$ cat config.mk
export PLATFORM = sky130hd
export DESIGN_NAME = bmdma_ctrl
export DESIGN_NICKNAME = d
export VERILOG_FILES = /design/src/rtl/bmdma_pkg.sv /design/src/rtl/bmdma_cmd_reg.sv /design/src/rtl/bmdma_stat_reg.sv /design/src/rtl/bmdma_ptr_reg.sv /design/src/rtl/bmdma_ctrl.sv
export SDC_FILE = /design/constraint.sdc
export NUM_CORES = 1
export LEC_CHECK = 0
export ABC_CLOCK_PERIOD_IN_PS = 900
export BUFFER_PORTS_ARGS = -buffer_cell sky130_fd_sc_hd__clkbuf_2
export CORE_ASPECT_RATIO = 1.2
export CORE_MARGIN = 4
export CORE_UTILIZATION = 39
export CTS_BUF_LIST = sky130_fd_sc_hd__clkbuf_4
export DETAILED_ROUTE_END_ITERATION = 7
export PLACE_DENSITY = 0.78
export SLEW_MARGIN = 20
export SYNTH_ARGS = -nofsm -noshare
export SYNTH_HDL_FRONTEND = slang
export SYNTH_HIERARCHICAL = 1
export SYNTH_SLANG_ARGS = --single-unit
$ cat constraint.sdc
create_clock -name clk -period 0.9 [get_ports clk]
set_input_delay 0.18 -clock clk [delete_from_list [all_inputs] [get_ports clk]]
set_output_delay 0.18 -clock clk [all_outputs]
set_load 0.02 [all_outputs]
$ cat src/rtl/bmdma_pkg.sv
package bmdma_pkg;
  // Bit positions inside the command byte
  localparam int CMD_RUN_BIT = 0;
  localparam int CMD_DIR_BIT = 3;
  // Bit positions inside the status byte
  localparam int ST_ACT_BIT  = 0;
  localparam int ST_ERR_BIT  = 1;
  localparam int ST_IRQ_BIT  = 2;
  localparam int ST_CAP0_BIT = 5;
  localparam int ST_CAP1_BIT = 6;
  // Byte lanes of the control word
  localparam int CMD_LANE    = 0;
  localparam int STAT_LANE   = 2;

  // Next value of a sticky flag: a set event wins over a write-one clear
  function automatic logic sticky_next(input logic cur, input logic set_ev,
                                       input logic clr_wr);
    return set_ev | (cur & ~clr_wr);
  endfunction

  // Next value of the activity flag
  function automatic logic active_next(input logic cur, input logic run_rise,
                                       input logic stop_ev);
    if (run_rise) return 1'b1;
    if (stop_ev)  return 1'b0;
    return cur;
  endfunction

  // Command byte as software reads it back
  function automatic logic [7:0] cmd_view(input logic run, input logic dir);
    logic [7:0] b;
    b = 8'h00;
    b[CMD_RUN_BIT] = run;
    b[CMD_DIR_BIT] = dir;
    return b;
  endfunction

  // Status byte as software reads it back
  function automatic logic [7:0] stat_view(input logic act, input logic err,
                                           input logic irq, input logic [1:0] cap);
    logic [7:0] b;
    b = 8'h00;
    b[ST_ACT_BIT]  = act;
    b[ST_ERR_BIT]  = err;
    b[ST_IRQ_BIT]  = irq;
    b[ST_CAP0_BIT] = cap[0];
    b[ST_CAP1_BIT] = cap[1];
    return b;
  endfunction
endpackage

$ cat src/rtl/bmdma_cmd_reg.sv
module bmdma_cmd_reg (
  input  logic clk,
  input  logic rst_n,
  input  logic wr_en,
  input  logic run_in,
  input  logic dir_in,
  output logic run_q,
  output logic dir_q,
  output logic run_rise,
  output logic run_fall
);
  assign run_rise = wr_en &  run_in & ~run_q;
  assign run_fall = wr_en & ~run_in &  run_q;

  always_ff @(posedge clk or negedge rst_n) begin
    if (!rst_n) begin
      run_q <= 1'b0;
      dir_q <= 1'b0;
    end else if (wr_en) begin
      run_q <= run_in;
      dir_q <= dir_in;
    end
  end


  run_follows_chk: assert property (@(posedge clk) disable iff (!rst_n)
    run_rise |=> run_q);

  dir_hold_chk: assert property (@(posedge clk) disable iff (!rst_n)
    !wr_en |=> $stable(dir_q));
endmodule

$ cat src/rtl/bmdma_stat_reg.sv
module bmdma_stat_reg
  import bmdma_pkg::*;
(
  input  logic       clk,
  input  logic       rst_n,
  input  logic       wr_en,
  input  logic       clr_err,
  input  logic       clr_irq,
  input  logic [1:0] cap_in,
  input  logic       run_lvl,
  input  logic       run_rise,
  input  logic       run_fall,
  input  logic       eng_done,
  input  logic       eng_err,
  input  logic       dev_irq,
  output logic       act_q,
  output logic       err_q,
  output logic       irq_q,
  output logic [1:0] cap_q
);
  logic stop_ev;
  logic err_clr_wr;
  logic irq_clr_wr;

  assign stop_ev    = eng_done | eng_err | run_fall;
  assign err_clr_wr = wr_en & clr_err;
  assign irq_clr_wr = wr_en & clr_irq;

  always_ff @(posedge clk or negedge rst_n) begin
    if (!rst_n) begin
      act_q <= 1'b0;
      err_q <= 1'b0;
      irq_q <= 1'b0;
      cap_q <= '0;
    end else begin
      act_q <= active_next(act_q, run_rise, stop_ev);
      err_q <= sticky_next(err_q, eng_err, err_clr_wr);
      irq_q <= sticky_next(irq_q, dev_irq, irq_clr_wr);
      if (wr_en) cap_q <= cap_in;
    end
  end


  act_needs_run_chk: assert property (@(posedge clk) disable iff (!rst_n)
    act_q |-> run_lvl);

  act_rise_chk: assert property (@(posedge clk) disable iff (!rst_n)
    run_rise |=> act_q);

  act_stop_chk: assert property (@(posedge clk) disable iff (!rst_n)
    (stop_ev && !run_rise) |=> !act_q);

  irq_set_chk: assert property (@(posedge clk) disable iff (!rst_n)
    dev_irq |=> irq_q);

  irq_clear_src_chk: assert property (@(posedge clk) disable iff (!rst_n)
    $fell(irq_q) |-> $past(irq_clr_wr));

  cap_hold_chk: assert property (@(posedge clk) disable iff (!rst_n)
    !wr_en |=> $stable(cap_q));
endmodule

$ cat src/rtl/bmdma_ptr_reg.sv
module bmdma_ptr_reg #(
  parameter int PTR_W      = 32,
  parameter int ALIGN_BITS = 2
) (
  input  logic               clk,
  input  logic               rst_n,
  input  logic               wr_en,
  input  logic [PTR_W/8-1:0] be,
  input  logic [PTR_W-1:0]   wdata,
  output logic [PTR_W-1:0]   ptr
);
  localparam int NB = PTR_W / 8;
  logic [PTR_W-1:0] raw_q;

  for (genvar g = 0; g < NB; g++) begin : g_lane
    always_ff @(posedge clk or negedge rst_n) begin
      if (!rst_n)                raw_q[g*8 +: 8] <= 8'h00;
      else if (wr_en && be[g])   raw_q[g*8 +: 8] <= wdata[g*8 +: 8];
    end
  end

  assign ptr = {raw_q[PTR_W-1:ALIGN_BITS], {ALIGN_BITS{1'b0}}};


  ptr_hold_chk: assert property (@(posedge clk) disable iff (!rst_n)
    !wr_en |=> $stable(ptr));
endmodule

$ cat src/rtl/bmdma_ctrl.sv
module bmdma_ctrl
  import bmdma_pkg::*;
#(
  parameter int DATA_W     = 32,
  parameter int WORD_AW    = 1,
  parameter int ALIGN_BITS = 2
) (
  input  logic                clk,
  input  logic                rst_n,
  input  logic                reg_wr,
  input  logic [WORD_AW-1:0]  reg_word,
  input  logic [DATA_W/8-1:0] reg_be,
  input  logic [DATA_W-1:0]   reg_wdata,
  output logic [DATA_W-1:0]   reg_rdata,
  input  logic                eng_done,
  input  logic                eng_err,
  input  logic                dev_irq,
  output logic                dma_run,
  output logic                dma_to_mem,
  output logic [DATA_W-1:0]   dma_table_addr,
  output logic                host_irq
);
  localparam int BE_W = DATA_W / 8;
  localparam logic [WORD_AW-1:0] CTRL_WORD = WORD_AW'(0);
  localparam logic [WORD_AW-1:0] PTR_WORD  = WORD_AW'(1);
  localparam int CMD_LSB  = CMD_LANE * 8;
  localparam int STAT_LSB = STAT_LANE * 8;

  // Decoded write events, named for the checkers
  logic ctrl_sel, ptr_sel;
  logic cmd_wr, stat_wr, ptr_wr;
  logic run_q, dir_q, run_rise, run_fall;
  logic act_q, err_q, irq_q;
  logic [1:0] cap_q;
  logic [7:0] cmd_byte, stat_byte;

  assign ctrl_sel = (reg_word == CTRL_WORD);
  assign ptr_sel  = (reg_word == PTR_WORD);
  assign cmd_wr   = reg_wr & ctrl_sel & reg_be[CMD_LANE];
  assign stat_wr  = reg_wr & ctrl_sel & reg_be[STAT_LANE];
  assign ptr_wr   = reg_wr & ptr_sel;

  bmdma_cmd_reg u_cmd (
    .clk      (clk),
    .rst_n    (rst_n),
    .wr_en    (cmd_wr),
    .run_in   (reg_wdata[CMD_LSB + CMD_RUN_BIT]),
    .dir_in   (reg_wdata[CMD_LSB + CMD_DIR_BIT]),
    .run_q    (run_q),
    .dir_q    (dir_q),
    .run_rise (run_rise),
    .run_fall (run_fall)
  );

  bmdma_stat_reg u_stat (
    .clk      (clk),
    .rst_n    (rst_n),
    .wr_en    (stat_wr),
    .clr_err  (reg_wdata[STAT_LSB + ST_ERR_BIT]),
    .clr_irq  (reg_wdata[STAT_LSB + ST_IRQ_BIT]),
    .cap_in   ({reg_wdata[STAT_LSB + ST_CAP1_BIT], reg_wdata[STAT_LSB + ST_CAP0_BIT]}),
    .run_lvl  (run_q),
    .run_rise (run_rise),
    .run_fall (run_fall),
    .eng_done (eng_done),
    .eng_err  (eng_err),
    .dev_irq  (dev_irq),
    .act_q    (act_q),
    .err_q    (err_q),
    .irq_q    (irq_q),
    .cap_q    (cap_q)
  );

  bmdma_ptr_reg #(.PTR_W(DATA_W), .ALIGN_BITS(ALIGN_BITS)) u_ptr (
    .clk   (clk),
    .rst_n (rst_n),
    .wr_en (ptr_wr),
    .be    (reg_be),
    .wdata (reg_wdata),
    .ptr   (dma_table_addr)
  );

  assign cmd_byte  = cmd_view(run_q, dir_q);
  assign stat_byte = stat_view(act_q, err_q, irq_q, cap_q);

  always_comb begin
    reg_rdata = '0;
    if (ctrl_sel) begin
      reg_rdata[CMD_LSB  +: 8] = cmd_byte;
      reg_rdata[STAT_LSB +: 8] = stat_byte;
    end else if (ptr_sel) begin
      reg_rdata = dma_table_addr;
    end
  end

  assign dma_run    = run_q;
  assign dma_to_mem = dir_q;
  assign host_irq   = irq_q;


  irq_hold_chk: assert property (@(posedge clk) disable iff (!rst_n)
    (host_irq && !stat_wr) |=> host_irq);

  unmapped_write_chk: assert property (@(posedge clk) disable iff (!rst_n)
    (reg_wr && ctrl_sel && !reg_be[CMD_LANE] && !reg_be[STAT_LANE])
      |=> ($stable(dma_run) && $stable(dma_to_mem)));
endmodule

==> metrics.csv, run 1 <==
metric,value,unit
outcome,"complete, but fails checks",
violations,setup timing,
drt-initial-drc-count,123,
grt_overflow,0,
drc,0,
hold_depth,2,
fin_ws,-493,ps
synthArstFlopShare,100,%
syn_to_final_growth,124,%
yosysMostFrequentCell,mux2_2,
io_pins,110,
synth-seq-cells,37,
path_class,reg -> out,
final_nets,333,
reg2reg_depth,4,
fin_crit,1390,ps
dp_hpwl,3.36,mm
rrSetupSlack,-210,ps
syn_avg_cell_area,13.7,um^2
hold_viol,0,
synth-seq-area-share,54.1,%
grt_usage,26.3,%
ir_drop,1.25,mV
p_total,8.02,mW
cts.sinks,37,
cp.required,720,ps
worstReg2RegStart,u_cmd/run_q,
leakage,1.98,nW
path_max_fanout,2,
die_h,80.6,um
fp.dieW,68.5,um
core,0.00426,mm^2
worst_hold_startpoint,dev_irq,
period_share,155,%
ys_types,17,
start_util,40.2,%
finalSetupViolCount,93,
synth_edf_count,0,
yosysTopAreaCell,dfrtp_1,
place.gp.congestion,0.737,
rows,26,
max-cap-violations,0,
ant_nets,0,
clockBufferDepth,2,
skew,0.726,ps
rsz0062_at_grt,yes,
holdCritPathClass,in -> reg,
grt_pass1_wl,10.2,mm
fill_cells,154,
yosysWarnings,6,
portBuffers,105,
slowest_stage,dfrtp_1,
multiInputGateArea,968,um^2
synth_common_cells,"39 x mux2_2, 37 x dfrtp_1, 26 x and2_1, 3 x nand2_1, 3 x nand2_2",
h-tree-depth,2,
vias_per_cell,5.20,
path_clk_slew,120,ps
cp-endpoint,reg_rdata[17],
antenna_found_initial,0,
routed_wirelength,8.74,mm
diodes,0,
register_area,930,um^2
max_stage_delay,440,ps
arrival,1210,ps
cts_root_buffer,clkbuf_4,
final_layout_size_suffix_gt1_share,85.2,%
syn_inst,125,
die_area,0.00552,mm^2
grt_pass1_vias,1840,
clk_latency,350,ps
tritoncts,done,
syn_area,0.00171,mm^2
synth-main-ff-cell,dfrtp_1,
numCtsBuffers,5,
startpoint_type,flip-flop,
place_ws,-297,ps
wl_per_cell,25.2,um
cellPowerDensity,2090,mW/mm^2
finalMaxSlewViolations,0,
cp-end-kind,output port,
cp_cell_sequence,"mux2_4, buf_8",
vias,1804,
yosysTopAreaCellShare,54.1,%
drtPass1Iterations,4,
fmax,0.718,GHz
crit_start,u_ptr/ptr[17],
r2r-end,u_stat/act_q,
grt_max_degree,38,
synth.area.top_cells,"dfrtp_1 54%, mux2_2 26%, and2_1 9.5%",
==> state kept, by name (all words and copies together), names as in the netlist <==
register,flops
u_stat/act_q,1
u_stat/irq_q,1
u_stat/cap_q,2
u_cmd/run_q,1
u_ptr/ptr,30
u_stat/err_q,1
u_cmd/dir_q,1
==> layer usage <==
layer / vias up / global-route usage [%] / routed length [um]
li1: 751 / - / -
met1: 912 / 28.5 / 3120
met2: 113 / 45.6 / 4650
met3: 28 / 7.27 / 697
met4: 0 / 13.1 / 270
met5: - / 0 / 0
==> how the worst min path moves through the flow <==
stage	to	slack, ps
floorplan	u_cmd/dir_q	-120
global placement	u_ptr/ptr[26]	160
detailed placement	u_ptr/ptr[29]	170
CTS	u_stat/irq_q	20
global route	u_stat/irq_q	-0.3
finish	u_stat/irq_q	20
==> cells by family after synthesis <==
family | synth area share [%]
other | 0.219
AOI/OAI and AO/OA | 0.951
DFF | 54.1
muxes | 27.4
buffers and inverters | 3.00
and+or+nand+nor | 14.3
==> metrics by stage <==
step	setup TNS [ps]	hold WS (ps)	util (%)	area [um^2]	instances
after floorplan	-9110	-116	-	1860	126
after global placement	-12360	165	59.3	2530	295
after detailed placement	-12810	169	59.3	2530	295
after CTS	-21500	21.2	81.9	3490	338
after global routing	-28560	-0.264	89.9	3830	347
final	-25580	25.0	89.9	3830	347
==> cell type report <==
| type | instances | share of cell area [%] |
|---|---|---|
| repair buffers | 163 | 46.0 |
| multi-input cells | 83 | 25.3 |
| flip-flops and latches | 37 | 24.3 |
| well taps | 56 | 1.83 |
| clock inverters | 3 | 1.70 |
| clock buffers | 5 | 0.980 |
==> critical path, delay by kind of cell (launching register included) <==
family | cells | cell delay, ps
buffers and inverters | 1 | 130
DFF | 1 | 440
muxes | 1 | 290
==> layout by cell type, fill, tap and decap left out, drive strengths merged <==
cell	Yosys	routed
clkbuf	0	46
nand2	6	6
mux2	41	41
clkinv	0	1
dlygate4sd3	0	1
conb	1	2
and2	26	26
buf	6	121
or2	1	1
bufinv	0	2
and3b	4	4
nor4b	1	1
dfrtp	37	37
a21o	2	2
==> where the power goes <==
group          total, mW  switching, mW  internal (mW)
clock               1.49          0.634          0.860
combinational       4.24           1.66           2.58
sequential          2.29          0.327           1.96
total               8.02           2.62           5.40
==> repair_timing <==
action                     in CTS  in global routing
setup buffers                  34                 24
setup endpoints to repair      67                 91
hold buffers                    1                  0
hold endpoints to repair       37                  0
gates resized for setup       139                143
pin swaps                      25                  2
Power figures use the tool's default switching activity.
==> inputs of run 2 (changes only) <==
Settings changed: SKIP_CTS_REPAIR_TIMING from default to 1.
==> metrics.csv, run 2 (synthesized netlist as in run 1, its figures left out) <==
metric,value,unit
crit_start,u_ptr/ptr[16],
fin_util,78.6,%
core,0.00426,mm^2
leakage,1.76,nW
grt_overflow,0,
path_class,reg -> out,
grt_pass1_wl,6.40,mm
start_util,40.2,%
drtPass1Iterations,4,
period_share,149,%
grt_usage,15.8,%
cp-end-kind,output port,
vias_per_cell,4.71,
violations,setup timing,
startpoint_type,flip-flop,
final_layout_size_suffix_gt1_share,84.0,%
hold_viol,0,
cp_cell_sequence,"mux2_4, buf_6",
cts.sinks,37,
grt_pass1_vias,1404,
routed_wirelength,5.84,mm
holdCritPathClass,in -> reg,
rsz0062_at_grt,yes,
place.gp.congestion,0.737,
ir_drop,1.10,mV
outcome,"complete, but fails checks",
h-tree-depth,2,
skew,0.470,ps
tritoncts,done,
whs,34.4,ps
path_clk_slew,130,ps
portBuffers,105,
fmax,0.745,GHz
place_ws,-297,ps
io_pins,110,
drc,0,
max_stage_delay,420,ps
ant_nets,0,
largest_register_ffs,30,
cp.required,720,ps
slowest_stage,dfrtp_1,
cts_root_buffer,clkbuf_4,
numCtsBuffers,5,
layout_common_cells,"80 x buf_6, 41 x clkbuf_2, 34 x dfrtp_1",
drt-initial-drc-count,66,
rows,26,
syn_to_final_growth,95.6,%
fin_crit,1340,ps
cellPowerDensity,2050,mW/mm^2
fp.dieW,68.5,um
p_total,6.87,mW
max-cap-violations,0,
path_max_fanout,2,
antenna_found_initial,0,
tns,-19250,ps
layout_commonest_cell,buf_6,
die_area,0.00552,mm^2
finalMaxSlewViolations,0,
worst_hold_startpoint,dev_irq,
diodes,0,
wl_per_cell,18.0,um
clockBufferDepth,2,
grt_max_degree,38,
fin_ws,-441,ps
arrival,1160,ps
worstReg2RegStart,u_cmd/run_q,
dp_hpwl,3.36,mm
die_h,80.6,um
final_nets,311,
finalSetupViolCount,80,
clk_latency,320,ps
vias,1530,
==> run 2: cell types whose count changed in the layout (fill, tap and decap cells not counted) <==
cell    previous run  this run
buf_8             51         0
buf_6             61        80
buf_4              7        16
buf_2              0         1
mux2_2             7         8
mux2_4            34        33
==> run 2: power breakdown <==
group,switching (mW),internal (mW)
logic,1.29,1.91
clock network,0.561,0.860
registers,0.288,1.96
==> run 2: layout make-up <==
type                    instances  area (um^2)
clock buffers                   5         37.5
well taps                      56         70.1
repair buffers                141         1280
clock inverters                 3         65.1
flip-flops and latches         37          930
fillers                       244          913
multi-input cells              83          965
==> run 2: critical path: cells and delay by family, from the launching register on <==
kind                   cells  cell delay (ps)
buffers and inverters      1              130
multiplexers               1              270
flip-flops                 1              420
==> run 2: stage by stage <==
| step | instance area [um^2] | cells |
|---|---|---|
| after global routing | 3350 | 325 |
| after floorplan | 1860 | 126 |
| after CTS | 2630 | 303 |
| after detailed placement | 2530 | 295 |
| final | 3350 | 325 |
| after global placement | 2530 | 295 |
==> run 2: routing by layer <==
metal	up-vias	share of wire (%)	GRT usage [%]
li1	708	-	-
met1	753	37	18.5
met2	65	56	26.8
met3	4	6.2	4.34
met4	0	0.63	5.57
met5	-	0	0
==> run 2: final timing paths <==
path,end,depth (start not counted),slack (ps)
setup / recovery,reg_rdata[16],2,-440
hold / removal,u_stat/irq_q,2,30
setup reg to reg,u_stat/act_q,4,-220
hold reg to reg,u_stat/err_q,1,500
max in group asynchronous,u_ptr/ptr[22],3,330
min in group asynchronous,u_ptr/ptr[26],3,350
